===== src/rtl/tmr16_pkg.sv =====
package tmr16_pkg;
    typedef enum logic [1:0] {S_IDLE, S_WAIT, S_RUN, S_DONE} tstate_e;

    localparam logic [1:0] MD_TIMER  = 2'd0;
    localparam logic [1:0] MD_WINDOW = 2'd1;
    localparam logic [1:0] MD_CAPT   = 2'd2;
    localparam logic [1:0] MD_PULSE  = 2'd3;

    localparam logic [1:0] ST_STOP = 2'd0;
    localparam logic [1:0] ST_CMD  = 2'd1;
    localparam logic [1:0] ST_RISE = 2'd2;
    localparam logic [1:0] ST_FALL = 2'd3;

    localparam logic [1:0] CK_PIN = 2'd3;

    typedef struct packed {
        logic       ff_preset;
        logic       cap_single;
        logic       oneshot;
        logic       trig_stop;
        logic [1:0] clksel;
        logic [1:0] mode;
    } cfg_t;
endpackage


===== src/rtl/tmr16_pinsync.sv =====
module tmr16_pinsync #(
    parameter int STAGES = 2
) (
    input  logic clk,
    input  logic rst_n,
    input  logic pin,
    output logic lvl,
    output logic rise,
    output logic fall
);
    logic [STAGES:0] sh;

    always_ff @(posedge clk or negedge rst_n) begin
        if (!rst_n) sh <= '0;
        else        sh <= {sh[STAGES-1:0], pin};
    end

    assign lvl  = sh[STAGES-1];
    assign rise = sh[STAGES-1] & ~sh[STAGES];
    assign fall = ~sh[STAGES-1] & sh[STAGES];
endmodule


===== src/rtl/tmr16_dreg.sv =====
module tmr16_dreg #(
    parameter int W = 16,
    localparam int HB = W / 2
) (
    input  logic         clk,
    input  logic         rst_n,
    input  logic         wr_lo,
    input  logic         wr_hi,
    input  logic [HB-1:0] wdata,
    input  logic         tick,
    input  logic         cap_en,
    input  logic [W-1:0] cap_val,
    output logic [W-1:0] act
);
    logic [W-1:0] stage;
    logic         pend;

    always_ff @(posedge clk or negedge rst_n) begin
        if (!rst_n) begin
            stage <= '1;
            act   <= '1;
            pend  <= 1'b0;
        end else begin
            if (cap_en) begin
                act <= cap_val;
            end else if (tick && pend) begin
                act  <= stage;
                pend <= 1'b0;
            end
            if (wr_lo) stage[HB-1:0] <= wdata;
            if (wr_hi) begin
                stage[W-1:HB] <= wdata;
                pend          <= 1'b1;
            end
        end
    end
endmodule


===== src/rtl/tmr16_top.sv =====
module tmr16_top
    import tmr16_pkg::*;
#(
    parameter int CNT_W       = 16,
    parameter int SYNC_STAGES = 2,
    localparam int BW         = CNT_W / 2
) (
    input  logic          clk,
    input  logic          rst_n,
    input  logic          bus_wr,
    input  logic [2:0]    bus_addr,
    input  logic [BW-1:0] bus_wdata,
    output logic [BW-1:0] bus_rdata,
    input  logic [2:0]    tap_tick,
    input  logic          ext_pin,
    output logic          irq,
    output logic          pulse_out
);
    cfg_t             cfg_q;
    logic [1:0]       start_q;
    logic             autocap_q;
    tstate_e          st, st_nx;
    logic [CNT_W-1:0] cnt;
    logic [CNT_W-1:0] dact [2];

    logic cfg_ok, pin_lvl, pin_rise, pin_fall;
    logic trig_edge, opp_edge, src_tick, gate_ok, cnt_tick;
    logic is_event, is_window, immediate, match_a, match_b, cap_evt, auto_cap;
    logic [3:0] src_vec;

    assign cfg_ok = bus_wr && bus_addr == 3'd4 && start_q == ST_STOP;

    always_ff @(posedge clk or negedge rst_n) begin
        if (!rst_n) begin
            cfg_q     <= '0;
            start_q   <= ST_STOP;
            autocap_q <= 1'b0;
        end else begin
            if (cfg_ok) cfg_q <= cfg_t'(bus_wdata);
            if (bus_wr && bus_addr == 3'd5) begin
                start_q   <= bus_wdata[1:0];
                autocap_q <= bus_wdata[2];
            end
        end
    end

    tmr16_pinsync #(.STAGES(SYNC_STAGES)) u_pin (
        .clk(clk), .rst_n(rst_n), .pin(ext_pin),
        .lvl(pin_lvl), .rise(pin_rise), .fall(pin_fall)
    );

    assign trig_edge = (start_q == ST_FALL) ? pin_fall : pin_rise;
    assign opp_edge  = (start_q == ST_FALL) ? pin_rise : pin_fall;
    assign src_vec   = {trig_edge, tap_tick};
    assign src_tick  = src_vec[cfg_q.clksel];
    assign is_event  = cfg_q.mode == MD_TIMER && cfg_q.clksel == CK_PIN;
    assign is_window = cfg_q.mode == MD_WINDOW;
    assign gate_ok   = !is_window || ((start_q == ST_FALL) ? !pin_lvl : pin_lvl);
    assign cnt_tick  = src_tick && gate_ok && st == S_RUN;
    assign immediate = (start_q == ST_CMD && cfg_q.mode != MD_CAPT) || is_event || is_window;
    assign match_a   = cnt == dact[0];
    assign match_b   = cnt == dact[1];
    assign cap_evt   = st == S_RUN && cfg_q.mode == MD_CAPT &&
                       (cfg_q.cap_single ? opp_edge : (pin_rise | pin_fall));
    assign auto_cap  = autocap_q && cnt_tick &&
                       (cfg_q.mode == MD_TIMER || cfg_q.mode == MD_WINDOW);

    for (genvar i = 0; i < 2; i++) begin : g_dreg
        tmr16_dreg #(.W(CNT_W)) u_dreg (
            .clk(clk), .rst_n(rst_n),
            .wr_lo(bus_wr && bus_addr == 3'(2 * i)),
            .wr_hi(bus_wr && bus_addr == 3'(2 * i + 1)),
            .wdata(bus_wdata), .tick(src_tick),
            .cap_en((i == 1) ? (cap_evt | auto_cap) : 1'b0),
            .cap_val(cnt), .act(dact[i])
        );
    end

    // state register
    always_ff @(posedge clk or negedge rst_n) begin
        if (!rst_n) st <= S_IDLE;
        else        st <= st_nx;
    end

    always_comb begin
        st_nx = st;
        if (start_q == ST_STOP) begin
            st_nx = S_IDLE;
        end else begin
            unique case (st)
                S_IDLE: st_nx = immediate ? S_RUN : S_WAIT;
                S_WAIT: if (trig_edge) st_nx = S_RUN;
                S_RUN: begin
                    if (cfg_q.mode == MD_TIMER && !is_event && cfg_q.trig_stop &&
                        start_q != ST_CMD && opp_edge)
                        st_nx = S_WAIT;
                    else if (cfg_q.mode == MD_CAPT && cfg_q.cap_single && opp_edge)
                        st_nx = S_WAIT;
                    else if (cfg_q.mode == MD_PULSE && cfg_q.oneshot && cnt_tick && match_a)
                        st_nx = S_DONE;
                end
                S_DONE: st_nx = S_DONE;
            endcase
        end
    end

    // counter, flip-flop and interrupt outputs
    always_ff @(posedge clk or negedge rst_n) begin
        if (!rst_n) begin
            cnt       <= '0;
            irq       <= 1'b0;
            pulse_out <= 1'b0;
        end else begin
            irq <= 1'b0;
            if (st == S_IDLE || (st == S_WAIT && trig_edge)) begin
                cnt <= '0;
            end else if (cap_evt) begin
                cnt <= '0;
                irq <= 1'b1;
            end else if (cnt_tick) begin
                if (match_a && cfg_q.mode != MD_CAPT) begin
                    cnt <= '0;
                    irq <= 1'b1;
                end else begin
                    cnt <= cnt + 1'b1;
                end
                if (cfg_q.mode == MD_PULSE) pulse_out <= pulse_out ^ match_a ^ match_b;
            end
            if (cfg_ok) pulse_out <= bus_wdata[7];
        end
    end

    always_comb begin
        unique case (bus_addr)
            3'd0: bus_rdata = dact[0][BW-1:0];
            3'd1: bus_rdata = dact[0][CNT_W-1:BW];
            3'd2: bus_rdata = dact[1][BW-1:0];
            3'd3: bus_rdata = dact[1][CNT_W-1:BW];
            3'd4: bus_rdata = cfg_q;
            3'd5: bus_rdata = BW'({autocap_q, start_q});
            3'd6: bus_rdata = cnt[BW-1:0];
            default: bus_rdata = cnt[CNT_W-1:BW];
        endcase
    end
endmodule


===== config.mk =====
export PLATFORM = sky130hd
export DESIGN_NAME = tmr16_top
export DESIGN_NICKNAME = d
export VERILOG_FILES = /design/src/rtl/tmr16_pkg.sv /design/src/rtl/tmr16_pinsync.sv /design/src/rtl/tmr16_dreg.sv /design/src/rtl/tmr16_top.sv
export SDC_FILE = /design/constraint.sdc
export NUM_CORES = 1
export LEC_CHECK = 0
export ABC_AREA = 1
export BUFFER_PORTS_ARGS = -buffer_cell sky130_fd_sc_hd__buf_2
export CAP_MARGIN = 30
export CORE_MARGIN = 2
export CORE_UTILIZATION = 56
export DETAILED_ROUTE_END_ITERATION = 8
export PLACE_DENSITY = 0.77
export SLEW_MARGIN = 15
export SYNTH_ARGS = -nofsm -noshare
export SYNTH_HDL_FRONTEND = slang
export SYNTH_SLANG_ARGS = --single-unit

===== constraint.sdc =====
create_clock -name clk -period 1.9 [get_ports clk]
set_clock_uncertainty 0.2 [all_clocks]
set_input_delay 0.095 -clock clk [delete_from_list [all_inputs] [get_ports clk]]
set_output_delay 0.095 -clock clk [all_outputs]
set_load 0.01 [all_outputs]

==> results of run 1 <==
[synthesized netlist by cell type (10+ instances only)]
master and n:
a21oi_1 22, a221oi_1 16, buf_2 20, dfrtp_1 36, dfstp_2 64, inv_1 82
nand2_1 200, nand3_1 47, nand4_1 36, nor2_1 63, o211ai_1 10, o21ai_0 67
xor2_1 16
[worst reg2reg max path, cell delays in order, from the launching register on]
cell     delay (ns)
dfrtp_2        0.44
ha_1           0.23
nand2_1        0.14
nor2_2         0.16
nand2_1        0.11
nor2_1         0.20
buf_4          0.16
inv_1          0.05
nor2_1         0.13
a21oi_2        0.07
a21oi_1        0.12
[per-layer routing]
metal	wire, um	vias to the layer above	global-route usage, %
met2	7800	285	49.0
li1	-	2582	-
met5	0	-	0
met4	661	0	14.9
met1	7130	2648	45.4
met3	1690	62	8.07
[stage by stage]
stage	utilization, %	worst slack, ns	hold WS (ns)	area [um^2]	std cells
floorplan	-	0.0262	-0.401	5500	717
global placement	64.9	-0.127	-0.106	6260	916
detailed placement	64.9	-0.212	-0.0998	6260	916
CTS	71.3	-0.114	0.0289	6880	958
global route	74.5	-0.356	0.0543	7180	968
finish	74.5	-0.164	0.0209	7180	968
[cell type report]
cell class              instances  share of cell area (%)
clock buffers                  11                    2.11
clock inverters                 5                   0.906
inverters                      86                    4.57
multi-input cells             500                    38.0
flip-flops and latches        100                    36.1
well taps                     133                    2.32
repair buffers                133                    15.9
[layout by cell type (no fill, tap or decap), types with 2 or more instances in the layout]
cell type and count:
buf_2 26, xor2_1 16, nand3b_1 2, clkbuf_8 11
inv_1 75, nand2_2 7, o21ai_1 4, dlygate4sd3_1 11
o21ai_2 3, inv_6 3, dfrtp_2 9, nor2_2 7
nand3_2 6, inv_2 6, a21oi_2 15, buf_4 67
buf_12 7, nand2_4 3, a221oi_2 10, nand3_1 40
a21oi_1 6, nor2_1 55, a221oi_1 5, o21ai_0 63
clkinv_1 3, nand2_1 194, dfrtp_1 27, o211ai_1 10
inv_4 2, dfstp_2 64, nand4_1 36, a21oi_4 2
nor2_4 4, buf_6 21
[cell families after synthesis]
family	count (synthesis)	synth area share, %
and+or+nand+nor	360	28.3
AOI/OAI and AO/OA	121	12.8
buffers and inverters	117	8.69
DFF	100	47.0
xor gates and xnor gates	16	2.55
adders and majority gates	3	0.683
[repair_timing]
item	4_1_cts	5_1_grt
endpoints found under the setup margin	49	61
hold buffers	11	0
setup buffers	16	9
pin swaps	33	25
gates resized for setup	47	61
cloned	1	1
endpoints found under the hold margin	105	0
[sequential cells by signal, indices dropped and copies added (netlist names)]
name                 flops
g_dreg.u_dreg.stage     32
g_dreg.u_dreg.pend       2
u_pin.sh                 3
st                       2
pulse_out                1
g_dreg.u_dreg.act       32
autocap_q                1
cnt                     16
irq                      1
start_q                  2
cfg_q                    8
[power by group]
| part | internal (mW) | switching [mW] | leakage [nW] |
|---|---|---|---|
| logic | 1.53 | 1.94 | 2.15 |
| registers | 2.89 | 0.409 | 1.13 |
| clock network | 0.698 | 0.809 | 0.111 |
[path summary, 6_finish.rpt]
path	to	slack, ns	depth (start not counted)
worst min register to register	u_pin.sh[1]$_DFF_PN0_	0.16	0
worst min-delay path	cfg_q[2]$_DFFE_PN0P_	0.02	2
worst max-delay path	cnt[8]$_DFFE_PN0P_	-0.16	10
min in group clk	start_q[1]$_DFFE_PN0P_	0.12	5
worst max register to register	cnt[8]$_DFFE_PN0P_	-0.16	10
max in group asynchronous	g_dreg[1].u_dreg.stage[7]$_DFFE_PN1P_	0.85	3
==> impl_metrics.json, run 1 <==
{
  "die_w_um": 103,
  "seqCellArea_um2": 2590,
  "crit_path_top_delay_cell": "dfrtp_2",
  "hold_path.class": "in -> async",
  "arrival_ns": 2.19,
  "antenna_found_initial": 0,
  "via_count": 5577,
  "path_class": "reg -> reg",
  "status": "finished with violations",
  "setup_violations": 40,
  "startpoint": "cnt[1]$_DFFE_PN0P_",
  "power.leakage_nw": 3.39,
  "dieHeight_um": 103,
  "min_period_ns": 2.06,
  "antenna_left": 0,
  "clock_latency_ns": 0.39,
  "timing.fmax_mhz": 485,
  "syn_to_final_growth_pct": 30.6,
  "ys_top_cells_by_area": "dfstp_2 (31%), dfrtp_1 (16%), nand2_1 (14%), o21ai_0 (6.1%), inv_1 (5.6%)",
  "grt_pass1_wl_mm": 26.1,
  "critPathMaxStageDelay_ns": 0.44,
  "cts_sinks": 100,
  "crit_path_start_kind": "flop",
  "ir_drop_uv": 790,
  "critPathMaxFanout": 4,
  "grt_pass1_vias": 5141,
  "ios": 28,
  "rows": 36,
  "dr.first_iter.drc_count": 426,
  "htreeDepth": 3,
  "drive_gt1_share_pct": 33.9,
  "ys_warn_count": 0,
  "io_buffers": 27,
  "r2r-start": "cnt[1]$_DFFE_PN0P_",
  "setup_tns_ns": -3.33,
  "final.period_utilization_pct": 109,
  "p_per_area_nw_per_um2": 1150,
  "grt_max_degree": 37,
  "cts.clk_slew.worst_paths_ns": 0.10,
  "synth_largest_area_cell": "dfstp_2",
  "diodes": 0,
  "syn_area_per_cell_um2": 7.67,
  "drc_errors": 0,
  "nets": 851,
  "async_reset_ff_share_pct": 100,
  "worstMarginPinSlew_ns": 0.530,
  "gp_congestion": 0.980,
  "multi_input_area_um2": 2730,
  "core-area_um2": 9640,
  "clk_path_buf_depth": 2,
  "drv_slew": 0,
  "start_util_pct": 57.0,
  "grt_overflow": 0,
  "cts_tree": "yes",
  "vias_per_cell": 5.76,
  "hpwl_mm": 11.7,
  "syn_area_um2": 5500,
  "cts_root_buffer": "clkbuf_8",
  "finalHoldViolCount": 0,
  "synth-seq-cells": 100,
  "p_total_mw": 8.28,
  "path_delay_family": "simple AND/OR/NAND/NOR gates",
  "rsz0062_at_grt": "yes",
  "fill_cells": 748,
  "synth-edff-count": 0,
  "synth_flop_cell": "dfstp_2",
  "synthDominantCellAreaShare_pct": 30.6,
  "timing.critical_path.buf_inv": 2,
  "ys_seq_area_share_pct": 47.0,
  "grtUsageTotal_pct": 32.8,
  "cap_violations": 0,
  "crit_path_end_kind": "flop",
  "die-area_um2": 10600,
  "path_cells": "ha_1 > nand2_1 > nor2_2 > nand2_1 > nor2_1 > buf_4 > inv_1 > nor2_1 > a21oi_2 > a21oi_1",
  "maxSlewHeadroom_pct": 64.6,
  "drt_wl_total_mm": 17.3,
  "first_pass_iters": 6,
  "cts_inserted_buffers": 9,
  "syn-num-nets": 738,
  "synthCells": 717,
  "violations": "negative setup slack",
  "post_drt_wl_per_cell_um": 17.9,
  "ys_types": 34,
  "crit_required_ns": 2.02,
  "setup_ws_ns": -0.164
}
No activity file was read; power rests on OpenSTA's default activity.
==> inputs of run 2 (changes only) <==
CORE_UTILIZATION = 60   (was 56)
PLACE_DENSITY = 0.78   (was 0.77)
clock period = 2 ns   (was 1.9 ns; I/O delays follow)
==> impl_metrics.json, run 2 (synthesized netlist as in run 1, its figures left out) <==
{
  "r2r_slack_ns": -0.09,
  "finalHoldViolCount": 0,
  "pre_cts_slack_ns": -0.101,
  "critPathMaxStageDelay_ns": 0.42,
  "syn_to_final_growth_pct": 24.1,
  "biggestRegsByFlops": "g_dreg.u_dreg.act: 32 flops, g_dreg.u_dreg.stage: 32 flops, cnt: 16 flops",
  "r2r-end": "cnt[2]$_DFFE_PN0P_",
  "setup_tns_ns": -1.02,
  "start_util_pct": 62.4,
  "power.leakage_nw": 3.19,
  "critPathCapture": "cnt[2]$_DFFE_PN0P_",
  "antenna_found_initial": 0,
  "die-area_um2": 9950,
  "dieHeight_um": 99.7,
  "cts_sinks": 100,
  "grt_overflow": 0,
  "rsz0062_at_grt": "yes",
  "cts.clk_slew.worst_paths_ns": 0.10,
  "p_per_area_nw_per_um2": 1100,
  "gp_congestion": 0.981,
  "crit_path_top_delay_cell": "dfrtp_1",
  "clock_latency_ns": 0.38,
  "clk_path_buf_depth": 2,
  "crit_path_end_kind": "flop",
  "nets": 822,
  "cts_inserted_buffers": 9,
  "grt_max_degree": 39,
  "fin_cells": 914,
  "ios": 28,
  "drt_wl_total_mm": 17.0,
  "via_count": 5555,
  "post-place-cells": 869,
  "post_drt_wl_per_cell_um": 18.6,
  "vias_per_cell": 6.08,
  "r2r_cells": 12,
  "setup_ws_ns": -0.0853,
  "timing.critical_path.buf_inv": 3,
  "setup_violations": 30,
  "status": "finished with violations",
  "final.period_utilization_pct": 104,
  "r2r-start": "u_pin.sh[1]$_DFF_PN0_",
  "cts_root_buffer": "clkbuf_8",
  "dr.first_iter.drc_count": 550,
  "grt_pass1_wl_mm": 26.4,
  "path_class": "reg -> reg",
  "maxSlewHeadroom_pct": 63.1,
  "most-common-layout-cells": "nand2_1 (191), inv_1 (78), dfstp_2 (64)",
  "cts_tree": "yes",
  "p_total_mw": 7.52,
  "grt_pass1_vias": 4997,
  "drv_slew": 0,
  "worst-path-stages": 12,
  "violations": "negative setup slack",
  "drc_errors": 0,
  "timing.fmax_mhz": 480,
  "first_pass_iters": 6,
  "path_cells": "buf_6 > ha_4 > nand2_2 > o21ai_2 > buf_4 > nand2_2 > nand2_2 > a21oi_4 > nand2_4 > buf_12 > a21oi_1 > a21oi_1",
  "antenna_left": 0,
  "diodes": 0,
  "grtUsageTotal_pct": 34.3,
  "hpwl_mm": 11.7,
  "path_common_cell": "nand2_2",
  "core-area_um2": 8810,
  "rows": 34,
  "ir_drop_uv": 702,
  "cap_violations": 0,
  "startpoint": "u_pin.sh[1]$_DFF_PN0_",
  "die_w_um": 99.7,
  "final_common_cell": "nand2_1",
  "crit_path_start_kind": "flop",
  "crit_required_ns": 2.06,
  "drive_gt1_share_pct": 29.8,
  "htreeDepth": 3,
  "final_util_pct": 77.5,
  "hold_path.class": "in -> async",
  "path_delay_family": "compound AO/OA/AOI/OAI gates",
  "min_period_ns": 2.09,
  "worstMarginPinSlew_ns": 0.552,
  "arrival_ns": 2.15,
  "critPathMaxFanout": 8,
  "io_buffers": 27
}
## run 2: area by class of cell
cell class                      count  area (um^2)
Clock buffer                       10          138
Timing Repair inverter              1         6.26
Fill cell                         590         1980
Clock inverter                      6         65.1
Inverter                           86          328
Multi-Input combinational cell    500         2660
Tap cell                          108          135
Sequential cell                   100         2590
Timing Repair Buffer              103          897
## run 2: power breakdown
group / leakage [nW] / internal [mW] / switching, mW
combinational: 1.96 / 1.26 / 1.76
sequential: 1.13 / 2.75 / 0.411
clock: 0.104 / 0.527 / 0.812
total: 3.19 / 4.54 / 2.99
## run 2: layer usage
layer,part of all wire [%],global-route usage (%)
met4,2.8,9.69
met1,43,51.0
met5,0,0
met2,45,52.7
met3,9.6,5.13
## run 2: worst reg2reg max path, delay by kind of cell (launching register included)
| kind | cells | cell delay, ns |
|---|---|---|
| AOI/OAI and AO/OA | 4 | 0.49 |
| DFF | 1 | 0.42 |
| buffers and inverters | 3 | 0.44 |
| and+or+nand+nor | 4 | 0.29 |
| adders and majority gates | 1 | 0.16 |
## run 2: how the worst min path moves through the flow
stage / endpoint / cells past startpoint
floorplan: autocap_q$_DFFE_PN0P_ / 0
CTS: st[0]$_DFFE_PN0P_ / 2
global placement: st[0]$_DFFE_PN0P_ / 1
global route: st[0]$_DFFE_PN0P_ / 2
detailed placement: st[0]$_DFFE_PN0P_ / 1
finish: st[0]$_DFFE_PN0P_ / 2
## run 2: per-stage QoR
step                area, um^2  hold WS, ns
floorplan                 5500       -0.396
global placement          6040      -0.0953
detailed placement        6040      -0.0842
CTS                       6490       0.0496
global route              6820       0.0805
finish                    6820       0.0332
## run 2: timing repair
action / CTS / global route
setup buffers: 6 / 8
setup endpoints to repair: 27 / 58
hold endpoints to repair: 100 / 0
gates resized for setup: 20 / 79
gates cloned: 1 / 4
hold buffers: 11 / 0
pin swaps: 6 / 22
==> inputs of run 3 (changes only) <==
--- a/config.mk
+++ b/config.mk
@@ -14,3 +14,2 @@
 export PLACE_DENSITY = 0.78
-export SLEW_MARGIN = 15
 export SYNTH_ARGS = -nofsm -noshare
==> constraint.sdc (replaced) <==
create_clock -name clk -period 2 [get_ports clk]
set_clock_uncertainty 0.2 [all_clocks]
set_input_delay 0.2 -clock clk [delete_from_list [all_inputs] [get_ports clk]]
set_output_delay 0.2 -clock clk [all_outputs]
set_load 0.01 [all_outputs]
==> impl_metrics.json, run 3 (synthesized netlist as in run 1, its figures left out) <==
{
  "nets": 859,
  "grt_overflow": 0,
  "r2r_slack_ns": -0.1,
  "drive_gt1_share_pct": 37.2,
  "crit_path_start_kind": "flop",
  "grtUsageTotal_pct": 35.0,
  "worstHoldStart": "bus_wr",
  "finalHoldViolCount": 0,
  "clock_latency_ns": 0.40,
  "dieHeight_um": 99.7,
  "crit_path_end_kind": "output pin",
  "crit_required_ns": 1.60,
  "r2r-end": "cnt[7]$_DFFE_PN0P_",
  "drv_slew": 0,
  "syn_to_final_growth_pct": 32.6,
  "timing.fmax_mhz": 477,
  "io_buffers": 27,
  "path_class": "reg -> out",
  "rows": 34,
  "core-area_um2": 8810,
  "start_util_pct": 62.4,
  "hold_depth": 3,
  "die_w_um": 99.7,
  "cts_tree": "yes",
  "critPathCapture": "bus_rdata[2]",
  "setup_violations": 35,
  "gp_congestion": 1.01,
  "antenna_left": 0,
  "final_util_pct": 82.8,
  "diodes": 0,
  "startpoint": "cnt[2]$_DFFE_PN0P_",
  "grt_pass1_vias": 5174,
  "grt_pass1_wl_mm": 26.8,
  "maxSlewHeadroom_pct": 66.5,
  "status": "finished with violations",
  "most-common-layout-cells": "nand2_1 (186), buf_4 (79), inv_1 (71)",
  "via_count": 5879,
  "violations": "negative setup slack",
  "die-area_um2": 9950,
  "hpwl_mm": 11.6,
  "r2r_cells": 11,
  "grt_max_degree": 48,
  "worstMarginPinSlew_ns": 0.502,
  "antenna_found_initial": 0,
  "dr.first_iter.drc_count": 749,
  "r2r-start": "cfg_q[1]$_DFFE_PN0P_",
  "setup_ws_ns": -0.0963,
  "cts_root_buffer": "clkbuf_8",
  "htreeDepth": 3,
  "power.leakage_nw": 3.44,
  "vias_per_cell": 6.18,
  "fin_cells": 951,
  "biggestRegsByFlops": "g_dreg.u_dreg.act: 32 flops, g_dreg.u_dreg.stage: 32 flops, cnt: 16 flops",
  "drt_wl_total_mm": 18.8,
  "post_drt_wl_per_cell_um": 19.8,
  "drc_errors": 0,
  "clk_path_buf_depth": 2,
  "final_common_cell": "nand2_1",
  "p_per_area_nw_per_um2": 1100,
  "arrival_ns": 1.70,
  "post-place-cells": 893,
  "first_pass_iters": 6,
  "cts.clk_slew.worst_paths_ns": 0.12,
  "cap_violations": 0,
  "critPathMaxFanout": 4,
  "ir_drop_uv": 746,
  "cts_inserted_buffers": 9,
  "rsz0062_at_grt": "yes",
  "ios": 28,
  "min_period_ns": 2.10,
  "cts_sinks": 100,
  "final.period_utilization_pct": 105,
  "hold_path.class": "in -> reg"
}
-- run 3: how the worst min path moves through the flow --
stage,end,slack (ns)
floorplan,autocap_q$_DFFE_PN0P_,-0.30
global placement,st[0]$_DFFE_PN0P_,-0.01
detailed placement,st[1]$_DFFE_PN0P_,-0.01
CTS,g_dreg[0].u_dreg.stage[6]$_DFFE_PN1P_,0.008
global route,g_dreg[1].u_dreg.stage[6]$_DFFE_PN1P_,0.02
finish,start_q[0]$_DFFE_PN0P_,0.03
-- run 3: critical path, cell delays in order, from the launching register on --
cell and delay, ns:
dfrtp_2 0.46, buf_4 0.17, a221oi_2 0.33, o211ai_1 0.18, buf_2 0.18
-- run 3: stage by stage --
stage | area [um^2] | setup TNS [ns] | power, mW | hold WS [ns] | worst slack (ns)
CTS | 6640 | -0.0341 | 7.06 | 0.00784 | -0.0215
global placement | 6220 | 0 | 5.59 | -0.0143 | 0.0302
detailed placement | 6220 | -0.375 | 5.69 | -0.00987 | -0.0518
floorplan | 5500 | 0 | 4.61 | -0.296 | 0.126
finish | 7290 | -1.27 | 8.04 | 0.0263 | -0.0963
global route | 7290 | -4.58 | 8.42 | 0.0185 | -0.178
-- run 3: cell type report --
| cell class | count | area [um^2] |
|---|---|---|
| Multi-Input combinational cell | 500 | 2790 |
| Clock buffer | 10 | 128 |
| Tap cell | 108 | 135 |
| Timing Repair Buffer | 139 | 1230 |
| Clock inverter | 6 | 60.1 |
| Timing Repair inverter | 2 | 13.8 |
| Inverter | 86 | 342 |
| Sequential cell | 100 | 2590 |
| Fill cell | 505 | 1520 |
-- run 3: power breakdown --
group | switching, mW | internal, mW
clock | 0.813 | 0.480
sequential | 0.408 | 2.75
combinational | 2.00 | 1.59
total | 3.22 | 4.82
-- run 3: what timing repair did --
action	in CTS	in global routing
setup buffers	9	18
endpoints found under the hold margin	79	0
setup endpoints to repair	40	61
cloned	0	7
pin swaps	15	31
hold buffers	9	0
gates resized for setup	20	125
-- run 3: routing by layer --
layer / track usage (%) / routed length (um) / up-vias
met1: 49.7 / 7340 / 2741
met3: 9.28 / 2260 / 111
met5: 0 / 0 / -
met2: 52.1 / 8270 / 435
met4: 12.3 / 922 / 0
li1: - / - / 2592
